===== config.mk =====
export PLATFORM = sky130hd
export DESIGN_NAME = sc_core
export DESIGN_NICKNAME = d
export VERILOG_FILES = /design/src/rtl/sc_core_pkg.sv /design/src/rtl/sc_core_ctrl.sv /design/src/rtl/sc_core_regs.sv /design/src/rtl/sc_core_alu.sv /design/src/rtl/sc_core.sv
export SDC_FILE = /design/constraint.sdc
export NUM_CORES = 2
export LEC_CHECK = 0
export ABC_AREA = 1
export BUFFER_PORTS_ARGS = -buffer_cell sky130_fd_sc_hd__buf_2
export CAP_MARGIN = 20
export CELL_PAD_IN_SITES_DETAIL_PLACEMENT = 2
export CELL_PAD_IN_SITES_GLOBAL_PLACEMENT = 2
export CORE_MARGIN = 2
export CORE_UTILIZATION = 30
export CTS_CLUSTER_DIAMETER = 60
export DETAILED_ROUTE_END_ITERATION = 8
export PLACE_DENSITY = 0.67
export SYNTH_ARGS = -nofsm -noshare
export SYNTH_HDL_FRONTEND = slang
export SYNTH_SLANG_ARGS = --single-unit

===== constraint.sdc =====
create_clock -name clk -period 7.6 [get_ports clk]
set_input_delay 0.38 -clock clk [delete_from_list [all_inputs] [get_ports clk]]
set_output_delay 0.38 -clock clk [all_outputs]
set_load 0.01 [all_outputs]

===== src/rtl/sc_core_pkg.sv =====
package sc_core_pkg;
  localparam int XLEN = 32;
  localparam int RIDX = 5;

  localparam logic [5:0] OP_RFMT = 6'b000000;
  localparam logic [5:0] OP_ORI  = 6'b001101;
  localparam logic [5:0] OP_LOAD = 6'b100011;
  localparam logic [5:0] OP_STOR = 6'b101011;
  localparam logic [5:0] OP_BREQ = 6'b000100;
  localparam logic [5:0] OP_JMP  = 6'b000010;
  localparam logic [5:0] FN_ADD  = 6'b100000;
  localparam logic [5:0] FN_SUB  = 6'b100010;

  typedef enum logic [1:0] {ALU_ADD, ALU_SUB, ALU_OR} alu_op_e;

  typedef struct packed {
    logic    dst_rd;
    logic    src_imm;
    logic    ext_sign;
    logic    wb_mem;
    logic    mem_wr;
    logic    reg_wr;
    logic    branch;
    logic    jump;
    alu_op_e alu_op;
  } ctrl_t;

  function automatic logic [XLEN-1:0] ext16(input logic [15:0] imm, input logic sgn);
    return {{(XLEN-16){sgn & imm[15]}}, imm};
  endfunction

  function automatic logic [XLEN-1:0] alu_calc(input logic [XLEN-1:0] a,
                                               input logic [XLEN-1:0] b,
                                               input alu_op_e op);
    case (op)
      ALU_SUB: return a - b;
      ALU_OR:  return a | b;
      default: return a + b;
    endcase
  endfunction

  function automatic logic [XLEN-1:0] pc_next(input logic [XLEN-1:0] pc4,
                                              input logic [15:0] off,
                                              input logic [25:0] tgt,
                                              input logic take,
                                              input logic jmp);
    logic [XLEN-1:0] disp;
    disp = ext16(off, 1'b1) << 2;
    if (jmp)       return {pc4[XLEN-1:28], tgt, 2'b00};
    else if (take) return pc4 + disp;
    else           return pc4;
  endfunction
endpackage


===== src/rtl/sc_core_ctrl.sv =====
module sc_core_ctrl
  import sc_core_pkg::*;
(
  input  logic [5:0] op,
  input  logic [5:0] fn,
  output ctrl_t      ctl,
  output logic       known
);
  always_comb begin
    ctl   = '0;
    known = 1'b1;
    case (op)
      OP_RFMT: begin
        ctl.dst_rd = 1'b1;
        if (fn == FN_ADD) begin
          ctl.reg_wr = 1'b1;
          ctl.alu_op = ALU_ADD;
        end else if (fn == FN_SUB) begin
          ctl.reg_wr = 1'b1;
          ctl.alu_op = ALU_SUB;
        end else begin
          known = 1'b0;
        end
      end
      OP_ORI: begin
        ctl.src_imm = 1'b1;
        ctl.reg_wr  = 1'b1;
        ctl.alu_op  = ALU_OR;
      end
      OP_LOAD: begin
        ctl.src_imm  = 1'b1;
        ctl.ext_sign = 1'b1;
        ctl.wb_mem   = 1'b1;
        ctl.reg_wr   = 1'b1;
        ctl.alu_op   = ALU_ADD;
      end
      OP_STOR: begin
        ctl.src_imm  = 1'b1;
        ctl.ext_sign = 1'b1;
        ctl.mem_wr   = 1'b1;
        ctl.alu_op   = ALU_ADD;
      end
      OP_BREQ: begin
        ctl.ext_sign = 1'b1;
        ctl.branch   = 1'b1;
        ctl.alu_op   = ALU_SUB;
      end
      OP_JMP:  ctl.jump = 1'b1;
      default: known = 1'b0;
    endcase
  end
endmodule


===== src/rtl/sc_core_regs.sv =====
module sc_core_regs #(
  parameter int W  = 32,
  parameter int AW = 5
) (
  input  logic          clk,
  input  logic          we,
  input  logic [AW-1:0] wa,
  input  logic [W-1:0]  wd,
  input  logic [AW-1:0] ra,
  input  logic [AW-1:0] rb,
  output logic [W-1:0]  qa,
  output logic [W-1:0]  qb
);
  localparam int DEPTH = 1 << AW;

  logic [W-1:0] bank [DEPTH];

  always_ff @(posedge clk) begin
    if (we && wa != '0) bank[wa] <= wd;
  end

  assign qa = (ra == '0) ? '0 : bank[ra];
  assign qb = (rb == '0) ? '0 : bank[rb];
endmodule


===== src/rtl/sc_core_alu.sv =====
module sc_core_alu
  import sc_core_pkg::*;
(
  input  logic [XLEN-1:0] a,
  input  logic [XLEN-1:0] b,
  input  alu_op_e         op,
  output logic [XLEN-1:0] y,
  output logic            zero
);
  assign y    = alu_calc(a, b, op);
  assign zero = (y == '0);
endmodule


===== src/rtl/sc_core.sv =====
module sc_core
  import sc_core_pkg::*;
(
  input  logic        clk,
  input  logic        rst,
  output logic [31:0] imem_addr,
  input  logic [31:0] imem_rdata,
  output logic [31:0] dmem_addr,
  output logic [31:0] dmem_wdata,
  output logic        dmem_we,
  input  logic [31:0] dmem_rdata
);
  logic [XLEN-1:0] pc_q, pc_plus4, pc_nxt;
  logic [XLEN-1:0] rd_a, rd_b, imm_x, alu_b, alu_y, wb_data;
  logic [RIDX-1:0] f_rs, f_rt, f_rd, wr_idx;
  logic [15:0]     f_imm;
  logic [25:0]     f_tgt;
  ctrl_t           ctl;
  logic            op_known, alu_zero, br_taken, reg_we;

  assign f_rs  = imem_rdata[25:21];
  assign f_rt  = imem_rdata[20:16];
  assign f_rd  = imem_rdata[15:11];
  assign f_imm = imem_rdata[15:0];
  assign f_tgt = imem_rdata[25:0];

  sc_core_ctrl u_ctrl (
    .op(imem_rdata[31:26]), .fn(imem_rdata[5:0]), .ctl(ctl), .known(op_known)
  );

  assign wr_idx  = ctl.dst_rd ? f_rd : f_rt;
  assign reg_we  = ctl.reg_wr & ~rst;
  assign wb_data = ctl.wb_mem ? dmem_rdata : alu_y;

  sc_core_regs #(.W(XLEN), .AW(RIDX)) u_regs (
    .clk(clk), .we(reg_we), .wa(wr_idx), .wd(wb_data),
    .ra(f_rs), .rb(f_rt), .qa(rd_a), .qb(rd_b)
  );

  assign imm_x = ext16(f_imm, ctl.ext_sign);
  assign alu_b = ctl.src_imm ? imm_x : rd_b;

  sc_core_alu u_alu (
    .a(rd_a), .b(alu_b), .op(ctl.alu_op), .y(alu_y), .zero(alu_zero)
  );

  assign br_taken = ctl.branch & alu_zero;
  assign pc_plus4 = pc_q + 32'd4;
  assign pc_nxt   = pc_next(pc_plus4, f_imm, f_tgt, br_taken, ctl.jump);

  always_ff @(posedge clk) begin
    if (rst) pc_q <= '0;
    else     pc_q <= pc_nxt;
  end

  assign imem_addr  = pc_q;
  assign dmem_addr  = alu_y;
  assign dmem_wdata = rd_b;
  assign dmem_we    = ctl.mem_wr & ~rst;

  // reset clears the program counter and blocks memory writes
  a_r1_reset_pc: assert property (@(posedge clk) rst |=> (pc_q == '0));
  a_r1_reset_nowr: assert property (@(posedge clk) rst |-> (!dmem_we && !reg_we));
  // sequential flow
  a_r2_seq_step: assert property (@(posedge clk) disable iff (rst)
    (!br_taken && !ctl.jump) |=> (pc_q == $past(pc_q) + 32'd4));
  // a store never writes the register file
  a_r6_store_noreg: assert property (@(posedge clk) disable iff (rst)
    dmem_we |-> !reg_we);
  // taken branch target
  a_r7_branch_tgt: assert property (@(posedge clk) disable iff (rst)
    br_taken |=> (pc_q == $past(pc_plus4 + {{14{f_imm[15]}}, f_imm, 2'b00})));
  // jump target
  a_r8_jump_tgt: assert property (@(posedge clk) disable iff (rst)
    ctl.jump |=> (pc_q == {$past(pc_plus4[31:28]), $past(f_tgt), 2'b00}));
  // unknown encodings act as no-ops
  a_r10_unknown_noop: assert property (@(posedge clk) disable iff (rst)
    !op_known |-> (!reg_we && !dmem_we && !ctl.branch && !ctl.jump));
endmodule


==> impl_results.md <==
- Status: finished clean
- Final Hold Fails: 0
- Setup TNS: 0 ns
- Worst R2R Setup Slack: 0.70 ns
- Routed length per instance: 29.66 um
- Via count: 55756
- Count of input and output buffers: 160
- Top-area cell type share of the netlist area: 52.03%
- Max Cap Viol: 0
- R2R Path End: imem_addr[4]$_SDFF_PP0_
- Die area: 200600 sq um
- Clk_lat worst skew: 0.80 ns
- R2R depth: 41
- Total CTS buffers: 140
- Worst slew pin tran: 1.200 ns
- CTS root buf: clkbuf_16
- First-pass GRT wire length: 422.8 mm
- Ys flop type: edfxtp_1
- Tightest Hold Check Type: in -> reg
- Sequential fraction of the synthesis area: 53.05%
- DRT iter0 DRCs: 4256
- Setup bufs post-CTS: 0
- Syn-to-layout area delta: 15.33%
- Leakage: 26.88 nW
- Clock Path Buffers: 3
- P per Cell Area: 259.5 nW/um^2
- Drt total wl: 294.3 mm
- Crit Path Max Fanout: 4
- Post-DP HPWL: 182.8 mm
- Final estimated routing congestion in global placement: 0.8631
- Chip width: 447.8 um
- Die Height: 447.8 um
- Hold path cells: 5
- DRT antenna net count: 0
- Slew headroom: 20.01%
- Post-synth top cells: nand2_1, nand3_1, edfxtp_1
- FMAX: 144.4 MHz
- Area leader, netlist: edfxtp_1
- CTS Sinks: 1054
- Global route overflow: 0
- Final Skew: 0.04098 ns
- Final Cell Area: 68160 sq um
- Worst path slowest cell: edfxtp_1
- Starting Density: 30.24%
- DR DRC count: 0
- Setup Crit Path Kind: reg -> out
- Critical path capture point type: output port
- Worst Path Arrival: 6.55 ns
- Reg clk slew, reported paths: 0.06 ns
- Bufs and invs on worst path: 9
- Final slew viol count: 0
- All-Layer GR Usage: 28.97%
- Max IR drop VDD: 220.5 uV
- Crit-path max cell delay: 0.40 ns
- 1st-pass router iterations: 5
- Ys async rst share: 0%
- Ys Warns: 0
- Hold EP: imem_addr[4]$_SDFF_PP0_
- Core box area: 195400 sq um
- Cells after synthesis: 7099
- H-Tree Level Count: 4
- Vias per cell: 5.618
- Netlist cell types: 52
- RSZ-0062 raised after global routing: no
- Vias in the first global route: 59424
- Final worst path period share: 91.13%
- Final net count: 7313
- CP most frequent cell: nand2_1
- Setup violations, final: 0
- Post-synth EDFFs: 1024
- Share of cells above drive strength 1: 9.456%
- CP Launch Type: flip-flop
- CP delay by family, top: simple AND/OR/NAND/NOR gates
- Pin count of the biggest net entering global routing: 155
- Most numerous cell in the Yosys netlist: nand2_1
- WP data required: 7.22 ns
- CTS tree: done
- Synthesized area per cell: 8.325 sq um
- Synth Register Bits: 1054
- Top-Level Pins: 163
- Period minus WS final: 6.926 ns
- Hold Startpoint: imem_rdata[2]
- Rows: 162
- Worst reg2reg startpoint: u_regs.bank[0][0]$_DFFE_PP_
- Initial antenna violation count: 6
- # fillers: 22013
- Top cells by area, synth: edfxtp_1, nand2_1, nand3_1
- Mapped cell area: 59100 sq um
- Placed cell areas: 63560 sq um
metrics by stage:
step	utilization [%]	std cells	setup slack, ns	hold WS [ns]	power (mW)
6_report	34.88	9925	0.6740	0.06317	17.69
5_1_grt	34.88	9921	0.006831	0.05825	18.30
4_1_cts	34.86	9920	0.6693	0.006807	17.79
3_5_place_dp	32.53	9653	0.07978	0.6797	11.22
3_3_place_gp	32.53	9653	0.2446	0.6618	11.13
2_1_floorplan	-	7132	1.159	0.5290	9.392
state kept, by name, indices dropped and copies added (netlist names):
register,cells
u_regs.bank,1024
imem_addr,30
routing by layer:
layer	up-vias	routed length [um]	global-route usage [%]
li1	24415	-	-
met1	29234	124300	36.71
met2	1588	142900	49.75
met3	517	14510	3.817
met4	2	12690	11.54
met5	-	9	0
worst max-delay path by stage:
stage	cells past startpoint	slack (ns)	startpoint	end
final	37	0.67	u_regs.bank[0][0]$_DFFE_PP_	dmem_addr[31]
after global placement	41	0.24	imem_rdata[17]	imem_addr[16]$_SDFF_PP0_
after detailed placement	41	0.08	imem_rdata[17]	imem_addr[4]$_SDFF_PP0_
after global routing	41	0.007	u_regs.bank[4][0]$_DFFE_PP_	imem_addr[4]$_SDFF_PP0_
after CTS	40	0.67	u_regs.bank[0][0]$_DFFE_PP_	imem_addr[4]$_SDFF_PP0_
after floorplan	37	1.16	imem_rdata[16]	u_regs.bank[0][29]$_DFFE_PP_
logic make-up (layout without fill, tap and decap cells):
logic type                 count (synthesis)  count (layout)  synth area share [%]
and+or+nand+nor                         3920            3920                 27.83
xor gates and xnor gates                  79              79                 1.171
DFF                                     1054            1054                 53.05
other                                      1              38              0.006345
AOI/OAI and AO/OA                       1055            1055                 9.915
adders and majority gates                 65              65                 1.402
muxes                                      4               4               0.06775
buffers and inverters                    921            1086                 6.559
worst register-to-register path, delay by kind of cell (launching register included):
| family | cells | cell delay [ns] |
|---|---|---|
| simple gates | 25 | 4.00 |
| compound gates | 6 | 0.96 |
| buf+inv | 6 | 0.69 |
| fa+ha+maj | 2 | 0.55 |
| flops | 1 | 0.40 |
| xor+xnor | 2 | 0.22 |
cell type report:
cell class | count | area, sq um | share of cell area [%]
antenna | 4 | 10.01 | 0.01469
clock buffer | 177 | 3706 | 5.438
clock inverter | 80 | 757.0 | 1.111
inverter | 450 | 1727 | 2.533
multi-input combinational | 5157 | 24400 | 35.80
sequential | 1054 | 31350 | 46.00
tap | 2624 | 3283 | 4.817
timing repair buffer | 379 | 2924 | 4.290
report_power, final:
| part | switching, mW | total (mW) | internal [mW] |
|---|---|---|---|
| Clock | 2.77 | 6.56 | 3.79 |
| Combinational | 2.94 | 3.82 | 0.878 |
| Sequential | 0.0314 | 7.31 | 7.28 |
| Total | 5.74 | 17.7 | 11.9 |
cell usage in the layout (no fill, tap or decap), types with 29 or more instances in the layout:
master	netlist	layout
or2_2	29	29
nor2_4	2	32
o221ai_1	29	29
xor2_1	62	62
nor2_1	660	628
dfxtp_1	30	30
conb_1	1	34
nand2_1	2058	2058
clkbuf_1	153	34
buf_12	0	32
nand3_1	1036	1036
inv_1	434	430
edfxtp_1	1024	1024
o21ai_0	546	515
buf_2	254	152
a21oi_1	237	235
o211ai_1	118	118
ha_1	63	63
clkbuf_16	0	143
o22ai_1	53	53
buf_4	15	180
nand4_1	63	63
timing repair:
item                                    in CTS  in global routing
hold buffers                                10                  0
gates resized for setup                      0                  1
endpoints found under the setup margin       0                  5
hold endpoints to repair                    10                  0
No activity file was read; power rests on OpenSTA's default activity.
